$ cat src/rtl/sbx_pkg.sv
package sbx_pkg;
  typedef enum logic [2:0] {
    ST_IDLE  = 3'd0,
    ST_SENSE = 3'd1,
    ST_MEM   = 3'd2,
    ST_PUSH  = 3'd3,
    ST_FIN   = 3'd4
  } sbx_state_e;

  typedef enum logic {
    DIR_IN  = 1'b0,
    DIR_OUT = 1'b1
  } sbx_dir_e;
endpackage

$ cat src/rtl/sbx_cursor.sv
module sbx_cursor #(
  parameter int AW = 16,
  parameter int CW = 16
) (
  input  logic          clk_i,
  input  logic          rst_ni,
  input  logic          load_i,
  input  logic          step_i,
  input  logic [AW-1:0] addr_i,
  input  logic [CW-1:0] cnt_i,
  output logic [AW-1:0] addr_o,
  output logic          last_o
);
  localparam logic [CW-1:0] CntOne = CW'(1);

  logic [AW-1:0] addr_q;
  logic [CW-1:0] cnt_q;

  always_ff @(posedge clk_i or negedge rst_ni) begin
    if (!rst_ni) begin
      addr_q <= '0;
      cnt_q  <= '0;
    end else if (load_i) begin
      addr_q <= addr_i;
      cnt_q  <= cnt_i;
    end else if (step_i) begin
      addr_q <= addr_q - AW'(1);
      cnt_q  <= cnt_q - CntOne;
    end
  end

  assign addr_o = addr_q;
  assign last_o = (cnt_q == CntOne);
endmodule

$ cat src/rtl/sbx_ctrl.sv
module sbx_ctrl
  import sbx_pkg::*;
(
  input  logic clk_i,
  input  logic rst_ni,
  input  logic start_i,
  input  logic start_zero_i,
  input  logic dir_q_i,
  input  logic sense_resp_i,
  input  logic last_i,
  output logic load_o,
  output logic step_o,
  output logic sense_req_o,
  output logic mem_req_o,
  output logic mem_we_o,
  output logic dev_rd_o,
  output logic dev_wr_o,
  output logic busy_o,
  output logic done_o
);
  sbx_state_e state_q, state_d;

  always_ff @(posedge clk_i or negedge rst_ni) begin
    if (!rst_ni) state_q <= ST_IDLE;
    else         state_q <= state_d;
  end

  logic in_dir;
  assign in_dir = (dir_q_i == DIR_IN);

  always_comb begin
    state_d     = state_q;
    load_o      = 1'b0;
    step_o      = 1'b0;
    sense_req_o = 1'b0;
    mem_req_o   = 1'b0;
    mem_we_o    = 1'b0;
    dev_rd_o    = 1'b0;
    dev_wr_o    = 1'b0;
    unique case (state_q)
      ST_IDLE: begin
        if (start_i) begin
          load_o  = 1'b1;
          state_d = start_zero_i ? ST_FIN : ST_SENSE;
        end
      end
      ST_SENSE: begin
        sense_req_o = 1'b1;
        if (sense_resp_i) state_d = ST_MEM;
      end
      ST_MEM: begin
        mem_req_o = 1'b1;
        if (in_dir) begin
          // device word lands in memory this cycle
          mem_we_o = 1'b1;
          dev_rd_o = 1'b1;
          step_o   = 1'b1;
          state_d  = last_i ? ST_FIN : ST_SENSE;
        end else begin
          state_d = ST_PUSH;
        end
      end
      ST_PUSH: begin
        dev_wr_o = 1'b1;
        step_o   = 1'b1;
        state_d  = last_i ? ST_FIN : ST_SENSE;
      end
      ST_FIN:  state_d = ST_IDLE;
      default: state_d = ST_IDLE;
    endcase
  end

  assign busy_o = (state_q != ST_IDLE);
  assign done_o = (state_q == ST_FIN);
endmodule

$ cat src/rtl/sense_blk_xfer.sv
module sense_blk_xfer
  import sbx_pkg::*;
#(
  parameter int AW = 16,
  parameter int DW = 16,
  parameter int CW = 16,
  parameter int FW = 3
) (
  input  logic          clk_i,
  input  logic          rst_ni,
  input  logic          start_i,
  input  logic          dir_i,
  input  logic [AW-1:0] start_addr_i,
  input  logic [CW-1:0] count_i,
  input  logic [FW-1:0] func_i,
  output logic          sense_req_o,
  output logic [FW-1:0] sense_fc_o,
  input  logic          sense_resp_i,
  output logic          dev_rd_o,
  output logic          dev_wr_o,
  output logic [FW-1:0] dev_fc_o,
  input  logic [DW-1:0] dev_data_i,
  output logic [DW-1:0] dev_data_o,
  output logic          mem_req_o,
  output logic          mem_we_o,
  output logic [AW-1:0] mem_addr_o,
  output logic [DW-1:0] mem_wdata_o,
  input  logic [DW-1:0] mem_rdata_i,
  output logic          busy_o,
  output logic          done_o,
  output logic          int_inhibit_o
);
  logic          load, step, last;
  logic          dir_q;
  logic [FW-1:0] fc_q;
  logic [AW-1:0] addr;

  always_ff @(posedge clk_i or negedge rst_ni) begin
    if (!rst_ni) begin
      dir_q <= DIR_IN;
      fc_q  <= '0;
    end else if (load) begin
      dir_q <= dir_i;
      fc_q  <= func_i;
    end
  end

  sbx_cursor #(.AW(AW), .CW(CW)) u_cursor (
    .clk_i  (clk_i),
    .rst_ni (rst_ni),
    .load_i (load),
    .step_i (step),
    .addr_i (start_addr_i),
    .cnt_i  (count_i),
    .addr_o (addr),
    .last_o (last)
  );

  sbx_ctrl u_ctrl (
    .clk_i        (clk_i),
    .rst_ni       (rst_ni),
    .start_i      (start_i),
    .start_zero_i (count_i == '0),
    .dir_q_i      (dir_q),
    .sense_resp_i (sense_resp_i),
    .last_i       (last),
    .load_o       (load),
    .step_o       (step),
    .sense_req_o  (sense_req_o),
    .mem_req_o    (mem_req_o),
    .mem_we_o     (mem_we_o),
    .dev_rd_o     (dev_rd_o),
    .dev_wr_o     (dev_wr_o),
    .busy_o       (busy_o),
    .done_o       (done_o)
  );

  assign sense_fc_o    = fc_q;
  assign dev_fc_o      = fc_q;
  assign mem_addr_o    = addr;
  assign mem_wdata_o   = dev_data_i;
  assign dev_data_o    = mem_rdata_i;
  assign int_inhibit_o = busy_o;
endmodule

$ cat config.mk
export PLATFORM = sky130hd
export DESIGN_NAME = sense_blk_xfer
export DESIGN_NICKNAME = d
export VERILOG_FILES = /design/src/rtl/sbx_pkg.sv /design/src/rtl/sbx_cursor.sv /design/src/rtl/sbx_ctrl.sv /design/src/rtl/sense_blk_xfer.sv
export SDC_FILE = /design/constraint.sdc
export NUM_CORES = 1
export LEC_CHECK = 0
export BUFFER_PORTS_ARGS = -buffer_cell sky130_fd_sc_hd__buf_2
export CELL_PAD_IN_SITES_DETAIL_PLACEMENT = 0
export CELL_PAD_IN_SITES_GLOBAL_PLACEMENT = 1
export CORE_UTILIZATION = 29
export CTS_BUF_LIST = sky130_fd_sc_hd__clkbuf_8
export DETAILED_ROUTE_END_ITERATION = 7
export MAX_ROUTING_LAYER = met4
export PLACE_DENSITY_LB_ADDON = 0.1
export REMOVE_ABC_BUFFERS = 1
export SLEW_MARGIN = 20
export SYNTH_ARGS = -nofsm -noshare
export SYNTH_HDL_FRONTEND = slang
export SYNTH_HIERARCHICAL = 1
export SYNTH_SLANG_ARGS = --single-unit
$ cat constraint.sdc
create_clock -name clk_i -period 3.19 [get_ports clk_i]
set_clock_uncertainty 0.2 [all_clocks]
set_input_delay 0.319 -clock clk_i [delete_from_list [all_inputs] [get_ports clk_i]]
set_output_delay 0.319 -clock clk_i [all_outputs]
set_load 0.01 [all_outputs]
==> results of run 1 <==
## registers in the layout (all words and copies together), names as in the netlist
signal           cells
dev_fc_o             3
u_cursor/addr_o     16
u_ctrl/state_q       3
dir_q                1
u_cursor/cnt_q      16
## report_power, final
group | switching, µW | leakage, µW | internal [µW]
registers | 312 | 0.000473 | 738
clock network | 193 | 0.0000695 | 310
logic | 597 | 0.000671 | 557
## cell families after synthesis
group / Yosys count
flops: 39
mux: 9
compound gates: 38
buf+inv: 59
fa+ha+maj: 3
simple gates: 98
xor+xnor: 28
## metal layers
metal  GRT usage  vias up
met5           -        -
met4     0.04822        0
met3     0.08309        5
met2      0.2216       87
met1      0.2055      984
li1            -      974
## how the worst min path moves through the flow
stage | from | end | cells past startpoint
floorplan | rst_ni | dev_fc_o[0] | 0
detailed placement | dev_fc_o[1] | dev_fc_o[1] | 1
global placement | dev_fc_o[1] | dev_fc_o[1] | 1
global route | start_addr_i[2] | u_cursor/addr_o[2] | 3
finish | rst_ni | dev_fc_o[1] | 1
CTS | start_addr_i[6] | u_cursor/addr_o[6] | 3
## per-stage QoR
| stage | total power (µW) | std cells | area, µm² | worst slack [ns] | setup TNS (ns) |
|---|---|---|---|---|---|
| detailed placement | 2237 | 406 | 2761 | 0.4154 | 0 |
| global route | 2961 | 414 | 2894 | 0.2769 | 0 |
| finish | 2708 | 414 | 2894 | 0.4255 | 0 |
| CTS | 2758 | 414 | 2894 | 0.4270 | 0 |
| global placement | 2229 | 406 | 2761 | 0.4851 | 0 |
| floorplan | 1786 | 224 | 2223 | -0.4276 | -11.78 |
## area by class of cell
type,count,area [µm²],share of cell area
flip-flops and latches,39,975.9,0.3372
inverters,9,33.78,0.01167
multi-input cells,176,1221,0.4220
clock buffers,5,68.82,0.02378
well taps,108,135.1,0.04669
clock inverters,3,63.81,0.02205
repair buffers,74,395.4,0.1366
## synth_stat cells (all sizes together) (6+ instances only)
master  count
buf        46
dfrtp      39
nand2      32
o21ai      29
xnor2      16
nor4       15
nor3       12
xor2       12
inv         9
mux2        8
nor2        7
nand4       6
## worst reg2reg max path: cells and delay by family, from the launching register on
family / cells / cell delay [ns]
simple gates: 4 / 1.40
flops: 1 / 0.60
mux: 1 / 0.26
buf+inv: 1 / 0.12
xor+xnor: 1 / 0.09
==> impl_metrics.ini, run 1 <==
[status]
outcome = finished with violations
violations = hold timing

[routing]
first_pass_iters = 4
num_vias = 2050
antenna_left = 0
m1WireLength_um = 3158
top_layer = met4
first_iter_violations = 39
routed_wirelength_um = 6965
routed_via_density = 4.952
wl_met3_um = 708
drc_errors = 0
wl_met2_um = 3025
post_drt_wl_per_cell_um = 16.82

[synth]
synth_mux_area_frac = 0.03841
ys.flop_type = dfrtp_1
synthDistinctLibCells = 45
synth_top_family_by_area = simple AND/OR/NAND/NOR gates
async_flop_share = 1.000
synth_simple_gate_area_frac = 0.2338
synth_top_cell_by_area = dfrtp_1
syn-cell-area_mm2 = 0.002606
synth_compound_area_frac = 0.08497
avgSynthCellArea_um2 = 9.512
synth_xor_xnor_area_share = 0.09410
synth-seq-cells = 39
synth_edf_count = 0
synth_cells = 274
ys_warn_count = 6
synth_top_area_frac = 0.3745
yosys.area_share.adder = 0.01440
synthTopCellsByArea = dfrtp_1 (37%), buf_4 (11%), xnor2_1 (5.4%), nand2_1 (4.6%), xor2_1 (4.0%)
ys_seq_area_frac = 0.3745

[critical_path]
critPathBufInv = 1
cp-end-kind = flip-flop
rr_startpoint = u_ctrl/state_q[0]
cp.depth = 7
r2r_slack_ns = 0.43
crit_type = reg2reg
cp.required_ns = 3.18
crit_path_start_kind = flip-flop
crit_path_max_fanout = 11
endpoint = u_cursor/addr_o[13]
worstReg2RegEnd = u_cursor/addr_o[13]
crit_start = u_ctrl/state_q[0]
cp.arrival_ns = 2.76
ff2ff_path_depth = 7
critical-path-top-delay-family = simple AND/OR/NAND/NOR gates
cpPeakStageDelay_ns = 0.65
crit_chain = inv_1 > nor3_1 > or2_1 > or4b_1 > nor4_4 > xor2_1 > mux2_2
slowest_stage = or4b_1

[floorplanning]
placementRows = 34
die_w_um = 96.80
core_area_mm2 = 0.008721
chipHeight_um = 96.80
io_pins = 134
start_util = 0.2989
design.die.area_mm2 = 0.009370

[min_path]
hp-class = in2async

[clocking]
cts_resized = 0
cts_hold_buf = 0
cts_buffer_depth = 2
cts.sinks = 39
postCtsSetupBuffers = 0
clk_pin_slew_ns = 0.09
htreeDepth = 2
insertion_delay_ns = 0.30
cts_tree = done
cts_root_buffer = clkbuf_8
cts_buffers = 5

[timing]
min_period_over_period = 0.8666
clock.fmax_mhz = 361.7
slew_violations = 0
max_slew.worst_pin.slew_ns = 0.9537
setup_viol = 0
finalHoldWorstSlack_ns = -0.04137
grt_setup_unrepaired = false
hold_viol = 39
finalCriticalPeriod_ns = 2.764
relSlewSlack = 0.3642

[finish]
fillers = 912
drive_gt1_frac = 0.3333
post-route-util = 0.3319
antenna_cells = 0
layout_commonest_cell = buf_2
finalNetCount = 380
synthToLayoutAreaGrowth_pct = 11.04
final_cell_mix = buf_2 (69), dfrtp_1 (39), nand2_1 (32)

[global_routing]
grt_pass1_vias = 2078
grt_antenna_before_repair = 0
grt_max_degree = 40
grt_pass1_wl_um = 11400
track_usage = 0.1616
gr-total-overflow = 0

[place]
io_buffers = 69
dp_hpwl_um = 5194
routabilityCongestion = 0.8209

[power_and_ir_drop]
ir_drop_mv = 0.2585
p_per_area_mw_per_mm2 = 935.7
leakage_uw = 0.001213

[job]
maxCapViolCount = 0
Note: power is estimated with default switching activity, not from simulation.
==> run 2, diff against run 1 <==
- clock period: 3.19 -> 2.6 ns (I/O delays scaled with it)
==> impl_metrics.ini, run 2 (synthesis results as in run 1) <==
[global_routing]
grt_antenna_before_repair = 0
track_usage = 0.1640
grt_pass1_wl_um = 11670
grt_pass1_vias = 2220
gr-total-overflow = 0
grt_max_degree = 40

[floorplanning]
start_util = 0.2989
placementRows = 34
design.die.area_mm2 = 0.009370
chipHeight_um = 96.80
die_w_um = 96.80
core_area_mm2 = 0.008721
io_pins = 134

[min_path]
hp-class = in2reg

[timing]
setup_viol = 0
finalCriticalPeriod_ns = 2.361
relSlewSlack = 0.6481
finalHoldWorstSlack_ns = 0.004894
hold_viol = 0
layout_setup_ws_ns = 0.2387
setup_tns_ns = 0
slew_violations = 0
grt_setup_unrepaired = false
clock.fmax_mhz = 423.5
max_slew.worst_pin.slew_ns = 0.5279
min_period_over_period = 0.9082

[critical_path]
critical-path-top-delay-family = simple AND/OR/NAND/NOR gates
cp.arrival_ns = 2.35
crit_path_max_fanout = 5
crit_chain = nor4_4 > or2_1 > or4b_4 > nor4_4 > xor2_1 > mux2_2
cp.required_ns = 2.59
slowest_stage = or4b_4
crit_type = reg2reg
cp-end-kind = flip-flop
cpMostUsedCell = nor4_4
critPathBufInv = 0
cpPeakStageDelay_ns = 0.53
crit_path_start_kind = flip-flop

[finish]
layout_commonest_cell = buf_2
synthToLayoutAreaGrowth_pct = 24.68
finalNetCount = 419
antenna_cells = 0
drive_gt1_frac = 0.3362
ff_latch_area_um2 = 977.2
multi_input_area_mm2 = 0.001230
stdcell_count = 453
final_cell_mix = buf_2 (69), dfrtp_1 (38), nand2_1 (32)
fillers = 938

[routing]
routed_via_density = 4.797
drc_errors = 0
first_pass_iters = 4
antenna_left = 0
routed_wirelength_um = 7098
first_iter_violations = 68
post_drt_wl_per_cell_um = 15.67
num_vias = 2173

[place]
routabilityCongestion = 0.7582
io_buffers = 69
dpl_worst_slack_ns = 0.09288
place_inst = 416
dp_hpwl_um = 5318

[power_and_ir_drop]
leakage_uw = 0.001377
internal-power_uw = 1973
switching_power_uw = 1379
ir_drop_mv = 0.2765
seq_power_share = 0.378
p_comb_frac = 0.467
p_per_area_mw_per_mm2 = 1032
netSwitchingFraction = 0.4114
clock_power_share = 0.156

[clocking]
cts_tree = done
cts_buffer_depth = 2
cts_root_buffer = clkbuf_8
cts.sinks = 39
htreeDepth = 2
cts_buffers = 5
clk_pin_slew_ns = 0.09
insertion_delay_ns = 0.30

[status]
outcome = finished, final reports clean

[job]
maxCapViolCount = 0
==> run 2: what timing repair did <==
item                                    in CTS  in global routing
hold buffers                                29                  0
buffers inserted                             0                  0
resized for setup                            0                  3
endpoints found under the setup margin       0                  8
hold endpoints to repair                    67                  0
==> run 2: cell type report <==
class / count / share of cell area
Inverter: 9 / 0.01040
Tap cell: 108 / 0.04159
Multi-Input combinational cell: 176 / 0.3785
Timing Repair Buffer: 113 / 0.2341
Sequential cell: 39 / 0.3007
Clock buffer: 5 / 0.02118
Clock inverter: 3 / 0.01348
==> run 2: routing by layer <==
layer	routed length [µm]	track usage	vias to the layer above
met5	0	-	-
met2	3199	0.2432	88
met1	3169	0.2025	1022
met4	53	0.03100	0
met3	675	0.08092	5
li1	-	-	1058
==> run 2: path summary, 6_finish.rpt <==
check | slack, ns | to | from | cells after the start
setup / recovery | 0.24 | u_cursor/addr_o[13] | u_ctrl/state_q[2] | 6
hold / removal | 0.005 | u_cursor/cnt_q[8] | count_i[8] | 3
setup reg to reg | 0.24 | u_cursor/addr_o[13] | u_ctrl/state_q[2] | 6
hold reg to reg | 0.33 | dev_fc_o[2] | dev_fc_o[2] | 1
max in group asynchronous | 1.44 | u_ctrl/state_q[0] | rst_ni | 3
min in group asynchronous | 0.36 | dev_fc_o[1] | rst_ni | 3
==> run 2: power groups by stage <==
stage	registers, µW	logic [µW]	clock network, µW
final	1270	1560	522
after global routing	1320	1760	578
after CTS	1270	1590	542
after detailed placement	1280	1550	0
after global placement	1280	1540	0
after floorplan	1310	880	0
==> run 2: metrics by stage <==
stage                     total power, µW  area, µm²    util
after floorplan                      2192       2223       -
after global placement               2818       2836  0.3253
after detailed placement             2825       2836  0.3253
after CTS                            3397       3239  0.3714
after global routing                 3659       3249  0.3726
final                                3352       3249  0.3726
==> run 2: tightest hold or removal path: cells and delay by family <==
kind / cells / cell delay [ns]
buffers and inverters: 1 / 0.10
AND/OR/NAND/NOR: 1 / 0.05
AO/OA/AOI/OAI: 1 / 0.06
